### src/rtl/pcr_pkg.sv
// Package: shared subcycle numbering and row-source encoding for the
// program counter stack. Assumes one subcycle per clock, strobed one-hot.
package pcr_pkg;

    // Subcycle numbers; each action lands on the edge closing its subcycle.
    localparam int SC_IDLE   = 0;
    localparam int SC_REF_RD = 1;
    localparam int SC_REF_WR = 2;
    localparam int SC_ACT_RD = 3;
    localparam int SC_NIB0   = 4;

    // Which counter addresses the row store.
    typedef enum logic {
        SRC_STACK   = 1'b0,
        SRC_REFRESH = 1'b1
    } row_src_e;

endpackage

### src/rtl/pcr_row_select.sv
// Row-source select: a registered choice between the refresh counter and
// the stack index. It also holds the refresh counter itself.
// Assumes to_ref_i and to_stack_i are never high together.
module pcr_row_select
    import pcr_pkg::*;
#(
    parameter int RW = 2
) (
    input  logic          clk,
    input  logic          rst_n,
    input  logic          to_ref_i,
    input  logic          to_stack_i,
    input  logic [RW-1:0] stack_idx_i,
    output row_src_e      src_o,
    output logic [RW-1:0] ref_idx_o,
    output logic [RW-1:0] row_addr_o
);

    row_src_e      src_q;
    logic [RW-1:0] ref_q;

    // Holds the last chosen source; switches only on the two edges that open
    // subcycle 1 and subcycle 3.
    always_ff @(posedge clk) begin
        if (!rst_n)
            src_q <= SRC_STACK;
        else if (to_ref_i)
            src_q <= SRC_REFRESH;
        else if (to_stack_i)
            src_q <= SRC_STACK;
    end

    // Refresh counter steps once per refresh rewrite and wraps naturally.
    always_ff @(posedge clk) begin
        if (!rst_n)
            ref_q <= '0;
        else if (to_stack_i)
            ref_q <= ref_q + 1'b1;
    end

    // Row address taken from the registered select, so it is stable all cycle.
    always_comb begin
        row_addr_o = (src_q == SRC_REFRESH) ? ref_q : stack_idx_i;
    end

    assign src_o     = src_q;
    assign ref_idx_o = ref_q;

    AST_REF_STEP: assert property (@(posedge clk) disable iff (!rst_n)
        to_stack_i |=> ref_q == $past(ref_q) + 1'b1);

    AST_REF_HOLD: assert property (@(posedge clk) disable iff (!rst_n)
        !to_stack_i |=> $stable(ref_q));

endmodule

### src/rtl/pcr_row_store.sv
// Row store: NROWS registers of AW bits each, with one combinational read
// port and one write port that share a single address.
// Assumes the address is stable through any cycle in which a write is made.
module pcr_row_store #(
    parameter int AW    = 12,
    parameter int NROWS = 4,
    localparam int RW   = $clog2(NROWS)
) (
    input  logic          clk,
    input  logic          rst_n,
    input  logic [RW-1:0] addr_i,
    input  logic          we_i,
    input  logic [AW-1:0] wdata_i,
    output logic [AW-1:0] rdata_o
);

    logic [AW-1:0] rows_q [NROWS];

    // Each row is a separate register that is written only when addressed.
    for (genvar r = 0; r < NROWS; r++) begin : g_row
        always_ff @(posedge clk) begin
            if (!rst_n)
                rows_q[r] <= '0;
            else if (we_i && addr_i == RW'(r))
                rows_q[r] <= wdata_i;
        end
    end

    // Read port: plain mux over the rows.
    always_comb begin
        rdata_o = rows_q[addr_i];
    end

endmodule

### src/rtl/pcr_nibble_inc.sv
// Slice incrementer: adds one (on the first slice) or the stored carry
// (on the later slices) to a NW-bit slice, and keeps the carry-out for the
// next slice. Assumes start_i is only high together with step_i.
module pcr_nibble_inc #(
    parameter int NW = 4
) (
    input  logic          clk,
    input  logic          rst_n,
    input  logic          start_i,
    input  logic          step_i,
    input  logic [NW-1:0] nib_i,
    output logic [NW-1:0] sum_o
);

    logic          carry_q;
    logic          add_in;
    logic [NW:0]   full_sum;

    // The first slice adds one; later slices add the carry kept from before.
    always_comb begin
        add_in   = start_i ? 1'b1 : carry_q;
        full_sum = {1'b0, nib_i} + {{NW{1'b0}}, add_in};
        sum_o    = full_sum[NW-1:0];
    end

    // Keeps the carry-out of each processed slice.
    always_ff @(posedge clk) begin
        if (!rst_n)
            carry_q <= 1'b0;
        else if (step_i)
            carry_q <= full_sum[NW];
    end

    AST_START_IN_STEP: assert property (@(posedge clk) disable iff (!rst_n)
        start_i |-> step_i);

endmodule

### src/rtl/pcr_pc_stack.sv
// Program counter stack top. It sequences refresh, the live-row read, the
// slice-by-slice increment and the write-back across the subcycle frame.
// Assumes sub_strobe_i is one-hot and that row_idx_i is stable through a frame.
module pcr_pc_stack
    import pcr_pkg::*;
#(
    parameter int AW    = 12,
    parameter int NW    = 4,
    parameter int NROWS = 4,
    localparam int NNIB = AW / NW,
    localparam int SC_WB = SC_NIB0 + NNIB,
    localparam int NSUB = SC_WB + 1,
    localparam int RW   = $clog2(NROWS)
) (
    input  logic            clk,
    input  logic            rst_n,
    input  logic [NSUB-1:0] sub_strobe_i,
    input  logic [RW-1:0]   row_idx_i,
    output logic [NW-1:0]   nib_bus_o,
    output logic [AW-1:0]   pc_o
);

    logic [NNIB-1:0] nib_en;
    logic            load_ref, load_act, load_nib;
    logic            row_we;
    logic [RW-1:0]   row_addr;
    logic [RW-1:0]   ref_idx;
    row_src_e        src;
    logic [AW-1:0]   rd_data;
    logic [AW-1:0]   work_q;
    logic [AW-1:0]   pc_q;
    logic [NW-1:0]   nib_cur;
    logic [NW-1:0]   nib_sum;

    // One enable per slice, taken from consecutive subcycles.
    for (genvar k = 0; k < NNIB; k++) begin : g_nib_en
        assign nib_en[k] = sub_strobe_i[SC_NIB0 + k];
    end

    assign load_ref = sub_strobe_i[SC_REF_RD];
    assign load_act = sub_strobe_i[SC_ACT_RD];
    assign load_nib = |nib_en;
    assign row_we   = sub_strobe_i[SC_REF_WR] | sub_strobe_i[SC_WB];

    pcr_row_select #(.RW(RW)) u_sel (
        .clk         (clk),
        .rst_n       (rst_n),
        .to_ref_i    (sub_strobe_i[SC_IDLE]),
        .to_stack_i  (sub_strobe_i[SC_REF_WR]),
        .stack_idx_i (row_idx_i),
        .src_o       (src),
        .ref_idx_o   (ref_idx),
        .row_addr_o  (row_addr)
    );

    pcr_row_store #(.AW(AW), .NROWS(NROWS)) u_store (
        .clk     (clk),
        .rst_n   (rst_n),
        .addr_i  (row_addr),
        .we_i    (row_we),
        .wdata_i (work_q),
        .rdata_o (rd_data)
    );

    // Puts the slice selected by the current subcycle on the shared bus.
    always_comb begin
        nib_cur = '0;
        for (int k = 0; k < NNIB; k++)
            if (nib_en[k])
                nib_cur = nib_cur | work_q[k*NW +: NW];
    end

    pcr_nibble_inc #(.NW(NW)) u_inc (
        .clk     (clk),
        .rst_n   (rst_n),
        .start_i (nib_en[0]),
        .step_i  (load_nib),
        .nib_i   (nib_cur),
        .sum_o   (nib_sum)
    );

    // Working register: loaded from a row read, or one slice at a time from
    // the incrementer.
    always_ff @(posedge clk) begin
        if (!rst_n)
            work_q <= '0;
        else if (load_ref || load_act)
            work_q <= rd_data;
        else if (load_nib)
            for (int k = 0; k < NNIB; k++)
                if (nib_en[k])
                    work_q[k*NW +: NW] <= nib_sum;
    end

    // Address output: captures the live row when it is read.
    always_ff @(posedge clk) begin
        if (!rst_n)
            pc_q <= '0;
        else if (load_act)
            pc_q <= rd_data;
    end

    assign pc_o      = pc_q;
    assign nib_bus_o = nib_cur;

    AST_SRC_REFRESH: assert property (@(posedge clk) disable iff (!rst_n)
        (sub_strobe_i[SC_REF_RD] || sub_strobe_i[SC_REF_WR]) |-> src == SRC_REFRESH);

    AST_SRC_STACK: assert property (@(posedge clk) disable iff (!rst_n)
        (sub_strobe_i[SC_ACT_RD] || load_nib) |-> src == SRC_STACK);

    AST_REFRESH_SAME: assert property (@(posedge clk) disable iff (!rst_n)
        sub_strobe_i[SC_REF_WR] |-> work_q == rd_data);

    AST_REFRESH_ROW: assert property (@(posedge clk) disable iff (!rst_n)
        sub_strobe_i[SC_REF_WR] |-> row_addr == ref_idx);

    AST_ONE_SOURCE: assert property (@(posedge clk) disable iff (!rst_n)
        $onehot0({load_ref, load_act, load_nib}));

    AST_PC_HOLD: assert property (@(posedge clk) disable iff (!rst_n)
        !load_act |=> $stable(pc_o));

    AST_BUS_IDLE: assert property (@(posedge clk) disable iff (!rst_n)
        !load_nib |-> nib_bus_o == '0);

endmodule

### config.mk
export PLATFORM = sky130hd
export DESIGN_NAME = pcr_pc_stack
export DESIGN_NICKNAME = d
export VERILOG_FILES = /design/src/rtl/pcr_pkg.sv /design/src/rtl/pcr_row_select.sv /design/src/rtl/pcr_row_store.sv /design/src/rtl/pcr_nibble_inc.sv /design/src/rtl/pcr_pc_stack.sv
export SDC_FILE = /design/constraint.sdc
export NUM_CORES = 1
export LEC_CHECK = 0
export ABC_AREA = 1
export BUFFER_PORTS_ARGS = -buffer_cell sky130_fd_sc_hd__clkbuf_2
export CAP_MARGIN = 10
export CORE_MARGIN = 2
export CORE_UTILIZATION = 55
export DETAILED_ROUTE_END_ITERATION = 7
export PLACE_DENSITY_LB_ADDON = 0.25
export SLEW_MARGIN = 30
export SYNTH_ARGS = -nofsm -noshare
export SYNTH_HDL_FRONTEND = slang
export SYNTH_SLANG_ARGS = --single-unit
export TNS_END_PERCENT = 5
### constraint.sdc
create_clock -name clk -period 3.3 [get_ports clk]
set_input_delay 0.495 -clock clk [delete_from_list [all_inputs] [get_ports clk]]
set_output_delay 0.495 -clock clk [all_outputs]
set_load 0.02 [all_outputs]
==> metrics.md <==
| Metric | Value |
|---|---|
| Post-cts resize count | `0` |
| Syn Inst Count | `427` |
| CTS tree | `done` |
| Vias | `2847` |
| M3 GR Usage | `4.03%` |
| Cell Area, Placed | `0.00368 mm2` |
| TritonRoute pass-1 iters | `5` |
| Total power | `roughly 2.2 mW` |
| Syn nets | `441` |
| Ys Warns | `0` |
| Status | `complete, no violations` |
| Pwr dens | `559 mW/mm2` |
| Critical path, cell by cell | `o21ai_2 > nand2_1 > inv_1 > nand2_1 > nand2_1` |
| Commonest non-fill, non-tap cell in the layout | `nand2_1` |
| Seq cells post-synth | `76` |
| Largest family of logic cells by synthesized area | `simple AND/OR/NAND/NOR gates` |
| Via density | `between 5 and 6` |
| CTS Root Cell | `clkbuf_8` |
| Final hold vios | `0` |
| FF-to-FF path depth | `5` |
| GR Layer Usage met1 | `32.9%` |
| # port buffers | `27` |
| First DRT Iteration DRCs | `313` |
| Post-route insts no fill | `roughly 530` |
| Worst Skew | `0.00791 ns` |
| Number of global-route vias before repair | `2733` |
| M2 GR Usage | `39.6%` |
| CP max stage cell | `o21ai_2` |
| Hold path start | `sub_strobe_i[0]` |
| Worst-path clk slew | `0.08 ns` |
| FF-to-FF End | `u_store.rows_q[0][9]` |
| Die ar. | `0.00710 mm2` |
| Max-cap violation count | `0` |
| Final critical-path required period | `2.00 ns` |
| I/O pin count | `28` |
| Yosys cell types | `26` |
| H-tree Lvls | `3` |
| Row cnt | `29` |
| Dpl ws | `~1.1 ns` |
| FMAX | `499 MHz` |
| Slew Limit Headroom | `between 50% and 60%` |
| Reg-to-reg startpoint | `u_sel.src_o` |
| Maximum number of buffers from clock root to sink | `2` |
| WS Path Type | `register to register` |
| Worst EP required | `3.29 ns` |
| Leakage power | `roughly 1.8 nW` |
| P&R area growth vs syn | `10.4%` |
| Initial Utilization | `56.4%` |
| Post-route cell area | `0.00391 mm2` |
| Period utilization | `60.7%` |
| Worst Hold Path EP | `u_sel.src_o` |
| Final Slew Violations | `0` |
| Seq/Total Area, Yosys | `56.5%` |
| Commonest cells after routing, fill and taps aside | `nand2_1 (124), nor2_1 (87), edfxtp_1 (48)` |
| Layout Nets | `464` |
| Setup Viol. Count Final | `0` |
| PnR worst setup slack | `~1.3 ns` |
| Crit path launch type | `register` |
| First-pass GRT wire length | `13400 um` |
| Share of cells above drive strength 1 | `12.1%` |
| Synthesized area per cell | `a little over 8 um2` |
| Post-synthesis mux area share | `0%` |
| Total gr overflow | `0` |
| TritonCTS buffer count | `9` |
| Post-route ant nets | `0` |
| Worst skew pair latency | `0.35 ns` |
| Crit path max fanout | `15` |
| Maximum VDD drop | `0.310 mV` |
| CP Buf/Inv Count | `1` |
| Tot GR Track Use | `24.7%` |
| Post-Syn Area | `0.00354 mm2` |
| Initial antenna violation count | `0` |
| Post-Synth Adder-Cell Area | `0.707%` |
| GRT busiest layer | `met2` |
| Fillers | `just under 600` |
| Die W | `84.2 um` |
| Pin count of the biggest net entering global routing | `23` |
| Hold WC Path Type | `input pin to register` |
| Critical Path AT | `1.99 ns` |
| DIE HEIGHT | `around 84 um` |
| RSZ-0062 raised after global routing | `false` |
| Crit path max-delay family | `compound AO/OA/AOI/OAI gates` |
| Slew @ Worst Pin | `between 0.7 and 0.8 ns` |
| Max incr delay on CP | `0.59 ns` |
| Hold Buf Count CTS | `0` |
| Hpwl dp | `5740 um` |
| Post-route DRC | `0` |
| Placer Congestion | `0.939` |
| Clk sink count | `76` |
| Worst Setup End Kind | `register` |
| # Post-CTS Setup Buffers | `0` |
| Flop-to-flop setup slack | `about 1.3 ns` |
| Average wire per standard cell | `15.3 um` |
| Cells after DPL | `between 500 and 600` |
| Final WL | `8150 um` |
| Cell mode on critical path | `nand2_1` |
| Post-synthesis xor/xnor area fraction | `0.247%` |
| Compound-cell area share of the yosys netlist | `6.18%` |
| Placeable Area | `~0.0063 mm2` |
| Area share of and/or/nand/nor cells after synthesis | `29.2%` |
| Final TNS setup | `0 ns` |
| Hold path depth | `3` |
| Ant. Diodes | `0` |
layer usage:
layer | share of wire [%] | wire (um)
met1 | 44 | 3570
met3 | 5.4 | 438
met5 | 0 | 0
met4 | 2.7 | 218
met2 | 48 | 3930
cells in the mapped netlist:
master    count  area, um2
a22oi_1       1       7.51
edfxtp_1     48       1440
buf_8         1       15.0
nor2_4        2       22.5
buf_4         1       7.51
buf_6         2       22.5
nand2_2       1       6.26
dfxtp_1      28        561
xor2_1        1       8.76
a21oi_1      17       85.1
o21ai_0      15       75.1
buf_2         5       25.0
nand2_4       3       33.8
o211ai_1      3       22.5
clkbuf_2      1       5.00
ha_1          2       25.0
nand3_2       2       20.0
nor2_1       87        327
o21ai_1       4       20.0
or2_2         2       12.5
nand3_1      27        135
nand4_1       2       12.5
inv_1        41        154
nand2_1     124        465
clkbuf_1      6       22.5
o21ai_2       1       8.76
registers in the layout, summed over array words and instances (netlist names):
name	flops
u_inc.carry_q	1
u_sel.src_o	1
u_sel.ref_idx_o	2
u_store.rows_q	48
pc_o	12
work_q	12
worst min-delay path: cells and delay by family:
family                 cells  cell delay, ns
buffers and inverters      1            0.07
AND/OR/NAND/NOR            2            0.10
cell type report:
type                       count  area (um2)  area share [%]
sequential                    76        2000            51.2
inverter                      41         154            3.94
tap                           77        96.3            2.46
timing repair buffer          28         143            3.65
clock inverter                 1        6.26           0.160
multi-input combinational    294        1290            32.9
clock buffer                  15         220            5.63
where the power goes:
part           internal (mW)  switching [mW]  total (mW)
clock network          0.431           0.343       0.774
registers               1.08          0.0303        1.11
logic                 0.0802           0.220       0.301
cells by family (layout without fill, tap and decap cells):
group | Yosys count | after routing
AND/OR/NAND/NOR | 250 | 250
flip-flops | 76 | 76
buffers and inverters | 57 | 85
AO/OA/AOI/OAI | 41 | 41
adder cells (fa/ha/maj) | 2 | 2
XOR/XNOR | 1 | 1
worst max-delay path by stage:
stage                     depth (start not counted)  slack [ns]                    to       startpoint
after global placement                            6        1.14  u_store.rows_q[1][0]     row_idx_i[1]
after CTS                                         5        1.30  u_store.rows_q[0][5]      u_sel.src_o
after floorplan                                  10        1.17            work_q[10]  sub_strobe_i[4]
after detailed placement                          6        1.11  u_store.rows_q[0][2]     row_idx_i[1]
final                                             5        1.30  u_store.rows_q[0][9]      u_sel.src_o
after global routing                              5        1.09  u_store.rows_q[1][9]      u_sel.src_o
metrics by stage:
stage / hold slack [ns] / util, %
final: 0.352 / 62.3
after global routing: 0.357 / 62.3
after CTS: 0.347 / 62.3
after detailed placement: 0.468 / 58.7
after global placement: 0.464 / 58.7
after floorplan: 0.444 / -
Note: power is estimated with default switching activity, not from simulation.
